## src/rtl/spi_mfmt_pkg.sv

```systemverilog
package spi_mfmt_pkg;
  typedef enum logic [2:0] {
    ST_IDLE,
    ST_LEAD,
    ST_XFER,
    ST_TRAIL,
    ST_HOLD
  } spi_st_e;
endpackage

```

## src/rtl/spi_mfmt_timer.sv

```systemverilog
// Shared phase timer: counts system clocks, restarts on clr, flags the last
// cycle of a programmed limit.
module spi_mfmt_timer #(
  parameter int TW = 8
) (
  input  logic          clk,
  input  logic          rst,
  input  logic          clr,
  input  logic [TW-1:0] lim,
  output logic [TW-1:0] cnt_o,
  output logic          hit_o
);
  logic [TW-1:0] cnt_q;

  always_ff @(posedge clk) begin
    if (rst)      cnt_q <= '0;
    else if (clr) cnt_q <= '0;
    else          cnt_q <= cnt_q + TW'(1);
  end

  assign cnt_o = cnt_q;
  assign hit_o = (cnt_q == lim - TW'(1));

  // Edge spacing relies on the count never passing its limit.
  assert_cnt_in_range_R2: assert property (@(posedge clk) disable iff (rst)
    !clr |-> (cnt_q < lim));
endmodule

```

## src/rtl/spi_mfmt_shift.sv

```systemverilog
// Transmit and receive shift registers with the registered MOSI pin.
module spi_mfmt_shift #(
  parameter int MAXB = 16,
  parameter int LW   = 5
) (
  input  logic            clk,
  input  logic            rst,
  input  logic            load,
  input  logic [MAXB-1:0] ld_data,
  input  logic [LW-1:0]   ld_len,
  input  logic            drv_first,
  input  logic            drv_next,
  input  logic            park,
  input  logic            samp,
  input  logic            last,
  input  logic            miso,
  output logic            mosi,
  output logic            rx_valid,
  output logic [MAXB-1:0] rx_data
);
  logic [MAXB-1:0] tx_q, rx_q;
  logic [LW-1:0]   sh_amt;
  logic            mosi_q, rxv_q;
  logic [MAXB-1:0] rxd_q;

  assign sh_amt = LW'(MAXB) - ld_len;

  always_ff @(posedge clk) begin
    if (rst) begin
      tx_q   <= '0;
      mosi_q <= 1'b0;
    end else if (load) begin
      tx_q <= ld_data << sh_amt;
    end else if (drv_first) begin
      mosi_q <= tx_q[MAXB-1];
    end else if (drv_next) begin
      mosi_q <= tx_q[MAXB-2];
      tx_q   <= tx_q << 1;
    end else if (park) begin
      mosi_q <= 1'b0;
    end
  end

  always_ff @(posedge clk) begin
    if (rst) begin
      rx_q  <= '0;
      rxv_q <= 1'b0;
      rxd_q <= '0;
    end else begin
      rxv_q <= last;
      if (load)      rx_q <= '0;
      else if (samp) rx_q <= {rx_q[MAXB-2:0], miso};
      if (last)      rxd_q <= {rx_q[MAXB-2:0], miso};
    end
  end

  assign mosi     = mosi_q;
  assign rx_valid = rxv_q;
  assign rx_data  = rxd_q;

  assert_last_is_sample_R6: assert property (@(posedge clk) disable iff (rst)
    last |-> samp);
  assert_done_one_cycle_R6: assert property (@(posedge clk) disable iff (rst)
    rx_valid |=> !rx_valid);
  assert_mosi_hold_R3: assert property (@(posedge clk) disable iff (rst)
    (!drv_first && !drv_next && !park) |=> $stable(mosi));
endmodule

```

## src/rtl/spi_mfmt_csel.sv

```systemverilog
// Per-line select drivers with individual idle levels.
module spi_mfmt_csel #(
  parameter int NCS = 4
) (
  input  logic           clk,
  input  logic           rst,
  input  logic [NCS-1:0] idle_lvl,
  input  logic           set,
  input  logic [NCS-1:0] sel,
  input  logic           rel,
  output logic [NCS-1:0] cs_o
);
  logic [NCS-1:0] cs_q;

  for (genvar i = 0; i < NCS; i++) begin : g_line
    always_ff @(posedge clk) begin
      if (rst)      cs_q[i] <= idle_lvl[i];
      else if (set) cs_q[i] <= sel[i] ? ~idle_lvl[i] : idle_lvl[i];
      else if (rel) cs_q[i] <= idle_lvl[i];
    end
  end

  assign cs_o = cs_q;

  assert_cs_release_R9: assert property (@(posedge clk) disable iff (rst)
    (rel && !set) |=> (cs_o == $past(idle_lvl)));
endmodule

```

## src/rtl/spi_mfmt_master.sv

```systemverilog
module spi_mfmt_master #(
  parameter int MAX_BITS = 16,
  parameter int MIN_BITS = 4,
  parameter int NCS      = 4,
  parameter int HW       = 8,
  parameter int DW       = 8,
  localparam int LW      = $clog2(MAX_BITS + 1),
  localparam int TW      = (HW > DW) ? HW : DW,
  localparam int EW      = $clog2(2 * MAX_BITS + 1)
) (
  input  logic                clk,
  input  logic                rst,
  input  logic                cfg_mod,
  input  logic [HW-1:0]       cfg_half,
  input  logic [DW-1:0]       cfg_csc,
  input  logic [DW-1:0]       cfg_asc,
  input  logic [NCS-1:0]      cfg_cs_idle,
  input  logic                frm_valid,
  output logic                frm_ready,
  input  logic [MAX_BITS-1:0] frm_data,
  input  logic [LW-1:0]       frm_len,
  input  logic [NCS-1:0]      frm_sel,
  input  logic                frm_cont,
  output logic                sck,
  output logic                mosi,
  input  logic                miso,
  output logic [NCS-1:0]      cs_o,
  output logic                rx_valid,
  output logic [MAX_BITS-1:0] rx_data
);
  import spi_mfmt_pkg::*;

  spi_st_e       st;
  logic          ready_q, sck_q, mod_q, cont_q;
  logic [LW-1:0] len_q, len_c;
  logic [TW-1:0] half_q, asc_q, lead_q;
  logic [TW-1:0] half_c, csc_c, asc_c, asc_floor;
  logic [EW-1:0] edge_q, e_next, two_n;
  logic [TW-1:0] t_lim, t_cnt;
  logic          t_hit, t_clr, busy;
  logic          accept, tick, phantom, trail_end;
  logic          drv_first, drv_next, samp, last, park, cs_rel;

  // ---------------- frame capture arithmetic ----------------
  assign accept = frm_valid && ready_q;

  always_comb begin
    if (frm_len < LW'(MIN_BITS))      len_c = LW'(MIN_BITS);
    else if (frm_len > LW'(MAX_BITS)) len_c = LW'(MAX_BITS);
    else                              len_c = frm_len;
  end

  always_comb begin
    half_c    = (cfg_half == '0) ? TW'(1) : TW'(cfg_half);
    csc_c     = (cfg_csc == '0)  ? TW'(1) : TW'(cfg_csc);
    asc_floor = cfg_mod ? half_c : TW'(1);
    asc_c     = (TW'(cfg_asc) < asc_floor) ? asc_floor : TW'(cfg_asc);
  end

  // ---------------- phase timer ----------------
  assign busy = (st == ST_LEAD) || (st == ST_XFER) || (st == ST_TRAIL);

  always_comb begin
    case (st)
      ST_LEAD:  t_lim = lead_q;
      ST_XFER:  t_lim = half_q;
      ST_TRAIL: t_lim = asc_q;
      default:  t_lim = TW'(1);
    endcase
  end

  assign t_clr = !busy || t_hit;

  spi_mfmt_timer #(.TW(TW)) u_timer (
    .clk   (clk),
    .rst   (rst),
    .clr   (t_clr),
    .lim   (t_lim),
    .cnt_o (t_cnt),
    .hit_o (t_hit)
  );

  // ---------------- edge bookkeeping ----------------
  assign two_n     = EW'(len_q) << 1;
  assign e_next    = edge_q + EW'(1);
  assign tick      = (st == ST_XFER) && t_hit;
  assign trail_end = (st == ST_TRAIL) && t_hit;
  assign phantom   = (st == ST_TRAIL) && mod_q && (t_cnt == half_q - TW'(1));

  assign drv_first = (st == ST_LEAD) && t_hit;
  assign drv_next  = tick && e_next[0];
  assign samp      = (tick && (e_next[0] ? mod_q : !mod_q)) || phantom;
  assign last      = (tick && !mod_q && (e_next == two_n)) || phantom;
  assign park      = trail_end && !cont_q;
  assign cs_rel    = (st == ST_IDLE) || park;

  // ---------------- control state ----------------
  always_ff @(posedge clk) begin
    if (rst) begin
      st      <= ST_IDLE;
      ready_q <= 1'b1;
      sck_q   <= 1'b0;
      edge_q  <= '0;
      len_q   <= LW'(MIN_BITS);
      mod_q   <= 1'b0;
      cont_q  <= 1'b0;
      half_q  <= TW'(1);
      asc_q   <= TW'(1);
      lead_q  <= TW'(1);
    end else begin
      case (st)
        ST_IDLE, ST_HOLD: begin
          if (accept) begin
            st      <= ST_LEAD;
            ready_q <= 1'b0;
            len_q   <= len_c;
            mod_q   <= cfg_mod;
            cont_q  <= frm_cont;
            half_q  <= half_c;
            asc_q   <= asc_c;
            lead_q  <= (st == ST_HOLD) ? TW'(1) : csc_c;
          end
        end
        ST_LEAD: begin
          if (t_hit) begin
            st     <= ST_XFER;
            sck_q  <= 1'b1;
            edge_q <= EW'(1);
          end
        end
        ST_XFER: begin
          if (t_hit) begin
            edge_q <= e_next;
            sck_q  <= e_next[0];
            if (e_next == two_n) st <= ST_TRAIL;
          end
        end
        ST_TRAIL: begin
          if (t_hit) begin
            ready_q <= 1'b1;
            st      <= cont_q ? ST_HOLD : ST_IDLE;
          end
        end
        default: st <= ST_IDLE;
      endcase
    end
  end

  assign frm_ready = ready_q;
  assign sck       = sck_q;

  // ---------------- datapath and selects ----------------
  spi_mfmt_shift #(.MAXB(MAX_BITS), .LW(LW)) u_shift (
    .clk       (clk),
    .rst       (rst),
    .load      (accept),
    .ld_data   (frm_data),
    .ld_len    (len_c),
    .drv_first (drv_first),
    .drv_next  (drv_next),
    .park      (park),
    .samp      (samp),
    .last      (last),
    .miso      (miso),
    .mosi      (mosi),
    .rx_valid  (rx_valid),
    .rx_data   (rx_data)
  );

  spi_mfmt_csel #(.NCS(NCS)) u_csel (
    .clk      (clk),
    .rst      (rst),
    .idle_lvl (cfg_cs_idle),
    .set      (accept),
    .sel      (frm_sel),
    .rel      (cs_rel),
    .cs_o     (cs_o)
  );

  // ---------------- assertions ----------------
  assert_sck_quiet_R2: assert property (@(posedge clk) disable iff (rst)
    (st == ST_IDLE || st == ST_HOLD || st == ST_LEAD) |-> !sck);
  assert_no_trail_edge_R5: assert property (@(posedge clk) disable iff (rst)
    (st == ST_TRAIL) |-> !sck);
  assert_cs_stable_xfer_R1: assert property (@(posedge clk) disable iff (rst)
    (st == ST_XFER) |=> $stable(cs_o));
  assert_accept_ready_R11: assert property (@(posedge clk) disable iff (rst)
    (frm_valid && frm_ready) |=> (st == ST_LEAD) && !frm_ready);
  assert_len_range_R7: assert property (@(posedge clk) disable iff (rst)
    busy |-> (len_q >= LW'(MIN_BITS)) && (len_q <= LW'(MAX_BITS)));
  assert_asc_floor_R8: assert property (@(posedge clk) disable iff (rst)
    (busy && mod_q) |-> (asc_q >= half_q));
endmodule

```

## config.mk

```make
export PLATFORM = sky130hd
export DESIGN_NAME = spi_mfmt_master
export DESIGN_NICKNAME = d
export VERILOG_FILES = /design/src/rtl/spi_mfmt_pkg.sv /design/src/rtl/spi_mfmt_timer.sv /design/src/rtl/spi_mfmt_shift.sv /design/src/rtl/spi_mfmt_csel.sv /design/src/rtl/spi_mfmt_master.sv
export SDC_FILE = /design/constraint.sdc
export NUM_CORES = 1
export LEC_CHECK = 0
export BUFFER_PORTS_ARGS = -buffer_cell sky130_fd_sc_hd__buf_2
export CORE_ASPECT_RATIO = 0.5
export CORE_MARGIN = 5
export CORE_UTILIZATION = 49
export DETAILED_ROUTE_END_ITERATION = 8
export HOLD_SLACK_MARGIN = 0.06
export PLACE_DENSITY = 0.7
export SETUP_SLACK_MARGIN = 0.5
export SLEW_MARGIN = 10
export SYNTH_ARGS = -nofsm -noshare
export SYNTH_HDL_FRONTEND = slang
export SYNTH_SLANG_ARGS = --single-unit
export TNS_END_PERCENT = 50
```

## constraint.sdc

```tcl
create_clock -name clk -period 4.77 [get_ports clk]
set_input_delay 0.954 -clock clk [delete_from_list [all_inputs] [get_ports clk]]
set_output_delay 0.954 -clock clk [all_outputs]
set_load 0.01 [all_outputs]
```

==> qor.yml, run 1 <==
routedWlPerCell_um: 15.62
clock-skew-final_ns: 0.01120
fmaxAchievable_mhz: 269.1
drv.max_cap_violation_count: 0
synth.distinct_cells: 75
grt_pass1_wl_mm: 25.38
worst_ep_arrival_time_ns: 3.96
overflow: 0
netlist_instances: 736
synth-seq-area-share_pct: 33.53
insertion_delay_ns: 0.35
netlist_top_cells_area: "sky130_fd_sc_hd__dfxtp_1, sky130_fd_sc_hd__mux2i_1, sky130_fd_sc_hd__nand2_1"
critPathCapture: "u_shift.tx_q[1]$_SDFFE_PP0P_"
cts_buffers: 9
die_w_um: 169.2
worst_hold_class: "reg2reg"
crit_path_end_kind: "flop"
cts-root-to-sink-buffers: 2
dr_drc_count: 0
post_route_setup_slack_ns: 1.054
drt_iter0_drc: 425
finalSetupViolCount: 0
timing.reg2reg.setup_slack_ns: 1.05
worst_setup_slack_before_clock_tree_synthesis_ns: 0.8816
gpl.final_weighted_congestion: 0.8738
first_global_vias: 5118
detail_route.wirelength_mm: 15.06
rows: 29
setup.worst_path.start_class: "flop"
power.density_cell_area_nw_per_um2: 435.7
netlist_area_um2: 6208
layout_nets: 861
async_reset_ff_share_pct: 0
post-route-cell-area_um2: 6953
io_pins: 83
cts.root.buffer_cell: "sky130_fd_sc_hd__clkbuf_16"
synth_top_cell_area_share_pct: 31.60
critical_path.most_common_cell: "sky130_fd_sc_hd__a211oi_1"
antenna_found_initial: 0
port_buffers: 82
max_slew.worst_pin.slew_ns: 0.7704
grt_max_degree: 52
initial_core_util_pct: 49.60
layout.cells.most_common: "sky130_fd_sc_hd__nand2_1"
crit_path_max_fanout: 21
yosys_warnings: 0
crit_slowest_cell: "sky130_fd_sc_hd__nor3_1"
critical_path.cell_chain: "buf_4 > mux2i_1 > o21ai_0 > nor3_1 > a211oi_1 > a211oi_1 > or4_1 > nand2_1 > o221a_2"
critPathLaunch: "st[0]$_SDFFE_PP0P_"
synthesized_net_count: 807
worst_hold_slack_ns: 0.4563
power_mw: 3.029
cts_max_level: 3
vdd_ir_drop_max_uv: 259.4
critPathRequiredTime_ns: 5.02
routed_via_density: 5.713
first_pass_iters: 5
core-area_um2: 12520
slew_viol_final: 0
post-route-min-period_ns: 3.716
regToRegEndpoint: "u_shift.tx_q[1]$_SDFFE_PP0P_"
dr_total_vias: 5507
result_of_the_run: "finished clean"
post_cts_buffers: 0
netlist.top_cell.by_area: "sky130_fd_sc_hd__dfxtp_1"
worst_r2r_startpoint: "st[0]$_SDFFE_PP0P_"
cts-hold-fix-buffers: 0
power.leakage_nw: 2.813
syn_avg_cell_area_um2: 8.435
timing.reg2reg.worst_path_depth: 9
worst_path_largest_cell_delay_ns: 0.51
worstSetupPathType: "reg2reg"
insertedDiodeCount: 0
timing.final.crit_share_pct: 77.90
gr-usage-all-layers_pct: 20.43
cts_tree: "built"
postPlaceCellArea_um2: 6671
most-common-layout-cells: "sky130_fd_sc_hd__nand2_1, sky130_fd_sc_hd__dfxtp_1, sky130_fd_sc_hd__buf_2"
drt.antenna.violating_nets: 0
synth_seq_cells: 102
fraction_of_layout_instances_using_a_drive_strength_above_1_pct: 18.89
dominant_synthesized_flop_cell: "sky130_fd_sc_hd__dfxtp_1"
synth-edff-count: 4
slew_headroom_pct: 48.57
die-height_um: 89.60
cts.clk_slew.worst_paths_ns: 0.07
cts.sinks: 102
rsz0062_at_grt: "no"
dieArea_um2: 15160
dp_hpwl_mm: 11.28
final-hold-violation-count: 0
fin_setup_tns_ns: 0
area_delta_synth_final_pct: 11.99
==> layout make-up <==
cell class / instances / area, um^2
Fill cell: 1181 / 5565
Sequential cell: 102 / 2083
Clock inverter: 6 / 55.05
Timing Repair Buffer: 97 / 523.0
Inverter: 18 / 67.56
Tap cell: 170 / 212.7
Clock buffer: 9 / 225.2
Multi-Input combinational cell: 562 / 3786
==> synthesized netlist by cell type (4+ instances only) <==
cell type                  instances
sky130_fd_sc_hd__nand2_1         119
sky130_fd_sc_hd__dfxtp_1          98
sky130_fd_sc_hd__mux2i_1          67
sky130_fd_sc_hd__nor2_1           50
sky130_fd_sc_hd__a21oi_1          43
sky130_fd_sc_hd__clkbuf_1         40
sky130_fd_sc_hd__nor3_1           27
sky130_fd_sc_hd__xnor2_1          27
sky130_fd_sc_hd__o21ai_0          21
sky130_fd_sc_hd__inv_1            18
sky130_fd_sc_hd__nand3_1          17
sky130_fd_sc_hd__a211oi_1         16
sky130_fd_sc_hd__a31oi_1          12
sky130_fd_sc_hd__ha_1             12
sky130_fd_sc_hd__or2_2            10
sky130_fd_sc_hd__xor2_1           10
sky130_fd_sc_hd__a21o_1            9
sky130_fd_sc_hd__and3_1            9
sky130_fd_sc_hd__nand4_1           9
sky130_fd_sc_hd__nor4_1            8
sky130_fd_sc_hd__mux4_2            6
sky130_fd_sc_hd__buf_4             5
sky130_fd_sc_hd__nand2b_1          5
sky130_fd_sc_hd__o211ai_1          5
sky130_fd_sc_hd__a221oi_1          4
sky130_fd_sc_hd__and2_1            4
sky130_fd_sc_hd__buf_2             4
sky130_fd_sc_hd__edfxtp_1          4
==> state kept, by name, summed over array words and instances (netlist names), 3 cells and up <==
register	cells
len_q	5
st	3
lead_q	8
u_timer.cnt_o	8
u_shift.tx_q	16
u_shift.rx_q	15
asc_q	8
u_csel.cs_o	4
edge_q	6
u_shift.rx_data	16
half_q	8
==> routing by layer <==
metal  up-vias  routed length [um]  track usage [%]
met5         -                   0                0
met2       152                6739            33.61
met1      2577                7220            28.47
met3        14                 940            4.066
met4         0                 157            4.018
li1       2764                   -                -
==> how the worst min path moves through the flow <==
stage / slack (ns) / cells past startpoint / end / startpoint
after global routing: 0.48 / 2 / u_shift.rx_data[2]$_SDFFE_PP0P_ / u_shift.rx_q[1]$_SDFFE_PP0P_
after detailed placement: 0.45 / 2 / u_shift.rx_data[2]$_SDFFE_PP0P_ / u_shift.rx_q[1]$_SDFFE_PP0P_
after CTS: 0.46 / 2 / u_shift.rx_data[2]$_SDFFE_PP0P_ / u_shift.rx_data[2]$_SDFFE_PP0P_
after floorplan: 0.43 / 2 / u_shift.rx_data[10]$_SDFFE_PP0P_ / u_shift.rx_q[9]$_SDFFE_PP0P_
after global placement: 0.44 / 2 / u_shift.rx_data[0]$_SDFFE_PP0P_ / u_shift.rx_data[0]$_SDFFE_PP0P_
final: 0.46 / 2 / u_shift.rx_data[2]$_SDFFE_PP0P_ / u_shift.rx_q[1]$_SDFFE_PP0P_
==> power breakdown <==
group	leakage [nW]	total (mW)	internal (mW)	switching (mW)
Sequential	0.840	1.12	0.981	0.138
Clock	0.138	0.699	0.361	0.338
Combinational	1.83	1.21	0.475	0.735
==> per-stage QoR <==
stage	std cells	util, %
2_1_floorplan	736	-
3_3_place_gp	949	53.29
3_5_place_dp	949	53.29
4_1_cts	964	55.53
5_1_grt	964	55.54
6_report	964	55.54
==> kinds of logic after synthesis <==
kind of cell,share of synthesized area [%]
simple gates,21.68
buf+inv,5.623
fa+ha+maj,2.418
compound gates,17.03
mux,13.76
flops,33.53
xor+xnor,5.945
==> repair_timing <==
item | CTS | global route
gates resized for setup | 0 | 1
endpoints found under the setup margin | 0 | 19
endpoints found under the hold margin | 0 | 0
==> critical path: cells and delay by family, from the launching register on <==
family	cells	cell delay, ns
muxes	1	0.31
DFF	1	0.48
and+or+nand+nor	3	1.21
AOI/OAI and AO/OA	4	1.27
buffers and inverters	1	0.33
Note: power is estimated with default switching activity, not from simulation.
==> run 2: changes to the inputs <==
--- a/config.mk
+++ b/config.mk
@@ -11,7 +11,7 @@
 export CORE_UTILIZATION = 49
 export DETAILED_ROUTE_END_ITERATION = 8
 export HOLD_SLACK_MARGIN = 0.06
-export PLACE_DENSITY = 0.7
+export PLACE_DENSITY = 0.72
 export SETUP_SLACK_MARGIN = 0.5
 export SLEW_MARGIN = 10
 export SYNTH_ARGS = -nofsm -noshare
==> constraint.sdc (replaced) <==
create_clock -name clk -period 3.2 [get_ports clk]
set_input_delay 0.64 -clock clk [delete_from_list [all_inputs] [get_ports clk]]
set_output_delay 0.64 -clock clk [all_outputs]
set_load 0.01 [all_outputs]
==> run 2 against run 1 <==
Critical endpoint unchanged. Clock power is 50% higher. Largest power group unchanged. Register-to-register slack got worse by 0.89 ns. Clock-buffer cell count did not move. Maximum frequency increased by 23%. Routed wire length up 8.1%. Largest cell class unchanged. Via count rose by 5.3%. Power rose by 78%. Sequential power up 48%. Global-route usage rose by 0.59 points.
==> qor.yml, run 2 (same netlist as run 1, synthesis figures left out) <==
final-hold-violation-count: 0  # unchanged
grt_pass1_wl_mm: 25.83  # +1.8%
area.sequential_um2: 2093  # +0.48%
antenna_found_initial: 0  # unchanged
power.density_cell_area_nw_per_um2: 713.9  # +64%
finalSetupViolCount: 0  # unchanged
post-route-min-period_ns: 3.032  # -0.6845 ns
critical_path.cell_chain: "mux2_4 > nor2_4 > o21a_1 > ha_4 > xnor2_2 > nor2b_1 > mux2i_1 > a211oi_2 > nor2_2 > buf_4 > nor4_4 > buf_4 > buf_6 > a31oi_1 > o221a_2"
fillers: 1082  # -8.4%
timing.critical_path.max_delay_family: "compound AO/OA/AOI/OAI gates"
grt.busiest_layer: "met2"
overflow: 0  # unchanged
port_buffers: 82  # unchanged
routed_via_density: 5.799  # +1.5%
insertedDiodeCount: 0  # unchanged
drt_iter0_drc: 536  # +26%
cts_tree: "built"
fraction_of_layout_instances_using_a_drive_strength_above_1_pct: 27.11  # +8.2 points
gr-usage-all-layers_pct: 21.02  # +0.59 points
crit_slowest_cell: "sky130_fd_sc_hd__dfxtp_4"
worst_path_largest_cell_delay_ns: 0.38  # -0.13 ns
die-height_um: 89.60  # unchanged
slew_headroom_pct: 61.72  # +13 points
rows: 29  # unchanged
global_route.usage.met3_pct: 4.110  # +0.044 points
multiInputGateArea_um2: 4046  # +6.9%
first_pass_iters: 5  # unchanged
slew_viol_final: 0  # unchanged
detail_route.wirelength_mm: 16.27  # +8.1%
gpl.final_weighted_congestion: 0.9342  # +6.9%
worst_setup_slack_before_clock_tree_synthesis_ns: -0.03431  # -0.9159 ns
max_slew.worst_pin.slew_ns: 0.5722  # -0.1983 ns
timing.final.crit_share_pct: 94.74  # +17 points
crit_path_max_fanout: 6  # -71%
setup.worst_path.start_class: "flop"
dr_drc_count: 0  # unchanged
dp_hpwl_mm: 11.64  # +3.2%
cts-root-to-sink-buffers: 2  # unchanged
gr-usage-met2_pct: 35.16  # +1.6 points
critPathBufInv: 3  # +2
layout.cells.most_common: "sky130_fd_sc_hd__nand2_1"
critPathRequiredTime_ns: 3.45  # -1.57 ns
area_delta_synth_final_pct: 21.87
vdd_ir_drop_max_uv: 418.1  # +61%
worst_hold_class: "reg2reg"
initial_core_util_pct: 49.60  # unchanged
result_of_the_run: "finished clean"
fmaxAchievable_mhz: 329.9  # +23%
post_route_setup_slack_ns: 0.1685  # -0.8855 ns
insertion_delay_ns: 0.35  # about the same
grt_max_degree: 51  # -1.9%
utilization_after_layout_pct: 60.44  # +4.9 points
drv.max_cap_violation_count: 0  # unchanged
core-area_um2: 12520  # unchanged
layout_nets: 897  # +4.2%
use_met1_pct: 28.30  # -0.17 points
post-route-cell-area_um2: 7566  # +8.8%
power.leakage_nw: 3.085  # +9.7%
most-common-layout-cells: "sky130_fd_sc_hd__nand2_1, sky130_fd_sc_hd__dfxtp_1, sky130_fd_sc_hd__buf_2"
cts_max_level: 3  # unchanged
routedWlPerCell_um: 16.27  # +4.2%
postPlaceCellArea_um2: 6858  # +2.8%
rsz0062_at_grt: "yes"
die_w_um: 169.2  # unchanged
cts.root.buffer_cell: "sky130_fd_sc_hd__clkbuf_16"
cts.clk_slew.worst_paths_ns: 0.08  # about the same
crit_path_end_kind: "flop"
cts.sinks: 102  # unchanged
drt.antenna.violating_nets: 0  # unchanged
io_pins: 83  # unchanged
clock-skew-final_ns: 0.01287  # +0.001672 ns
first_global_vias: 5259  # +2.8%
worst_ep_arrival_time_ns: 3.28  # -0.68 ns
dr_total_vias: 5799  # +5.3%
critical_path.most_common_cell: "sky130_fd_sc_hd__buf_4"
worstSetupPathType: "reg2reg"
cts_buffers: 9  # unchanged
dieArea_um2: 15160  # unchanged
==> run 2: cell count changes in the layout (fill, tap and decap cells not counted), moves of 4 or more <==
| cell | change |
|---|---|
| sky130_fd_sc_hd__nor2_1 | -7 |
| sky130_fd_sc_hd__mux2i_1 | -4 |
| sky130_fd_sc_hd__buf_4 | +26 |
| sky130_fd_sc_hd__nor2_2 | +4 |
| sky130_fd_sc_hd__buf_6 | +5 |
| sky130_fd_sc_hd__nor3_1 | -4 |
| sky130_fd_sc_hd__o21ai_0 | -5 |
==> run 2: repair_timing <==
action / CTS / global route
endpoints found under the hold margin: 0 / 0
hold buffers: 0 / 0
gates resized for setup: 27 / 38
buffers inserted: 9 / 5
endpoints found under the setup margin: 71 / 71
gates cloned: 5 / 0
pin swaps: 11 / 12
==> run 2: worst min-delay path: stages, from the launching register on <==
cell and delay [ns]:
sky130_fd_sc_hd__dfxtp_1 0.32, sky130_fd_sc_hd__nand2_1 0.05, sky130_fd_sc_hd__mux2i_1 0.05
==> run 2: final timing paths <==
check	startpoint	end	slack [ns]	cells past startpoint
worst max-delay path	st[0]$_SDFFE_PP0P_	u_shift.tx_q[1]$_SDFFE_PP0P_	0.17	15
worst min-delay path	u_shift.rx_q[10]$_SDFFE_PP0P_	u_shift.rx_data[11]$_SDFFE_PP0P_	0.46	2
worst max register to register	st[0]$_SDFFE_PP0P_	u_shift.tx_q[1]$_SDFFE_PP0P_	0.17	15
worst min register to register	u_shift.rx_q[10]$_SDFFE_PP0P_	u_shift.rx_data[11]$_SDFFE_PP0P_	0.46	2
==> run 2: cell type report <==
cell class                      instances  share of cell area, %
Clock buffer                            9                  2.977
Timing Repair Buffer                  132                  11.46
Tap cell                              170                  2.811
Multi-Input combinational cell        563                  53.48
Clock inverter                          6                 0.7111
Sequential cell                       102                  27.67
Inverter                               18                 0.8930
==> run 2: layer usage <==
layer,vias to the layer above,part of all wire [%]
li1,2836,-
met1,2745,46
met2,191,46
met3,27,5.8
met4,0,1.8
met5,-,0
==> run 2: report_power, final <==
| group | total, mW | internal, mW | switching, mW |
|---|---|---|---|
| Clock | 1.05 | 0.539 | 0.508 |
| Combinational | 2.69 | 1.24 | 1.45 |
| Sequential | 1.66 | 1.47 | 0.198 |
| Total | 5.40 | 3.25 | 2.15 |
==> run 2: per-stage QoR <==
step	hold WS, ns	power (mW)	TNS [ns]	cells
2_1_floorplan	0.4350	3.193	0	736
3_3_place_gp	0.4413	3.553	0	966
3_5_place_dp	0.4471	3.599	-0.2139	966
4_1_cts	0.4580	5.011	0	995
5_1_grt	0.4793	5.692	0	1000
6_report	0.4576	5.402	0	1000
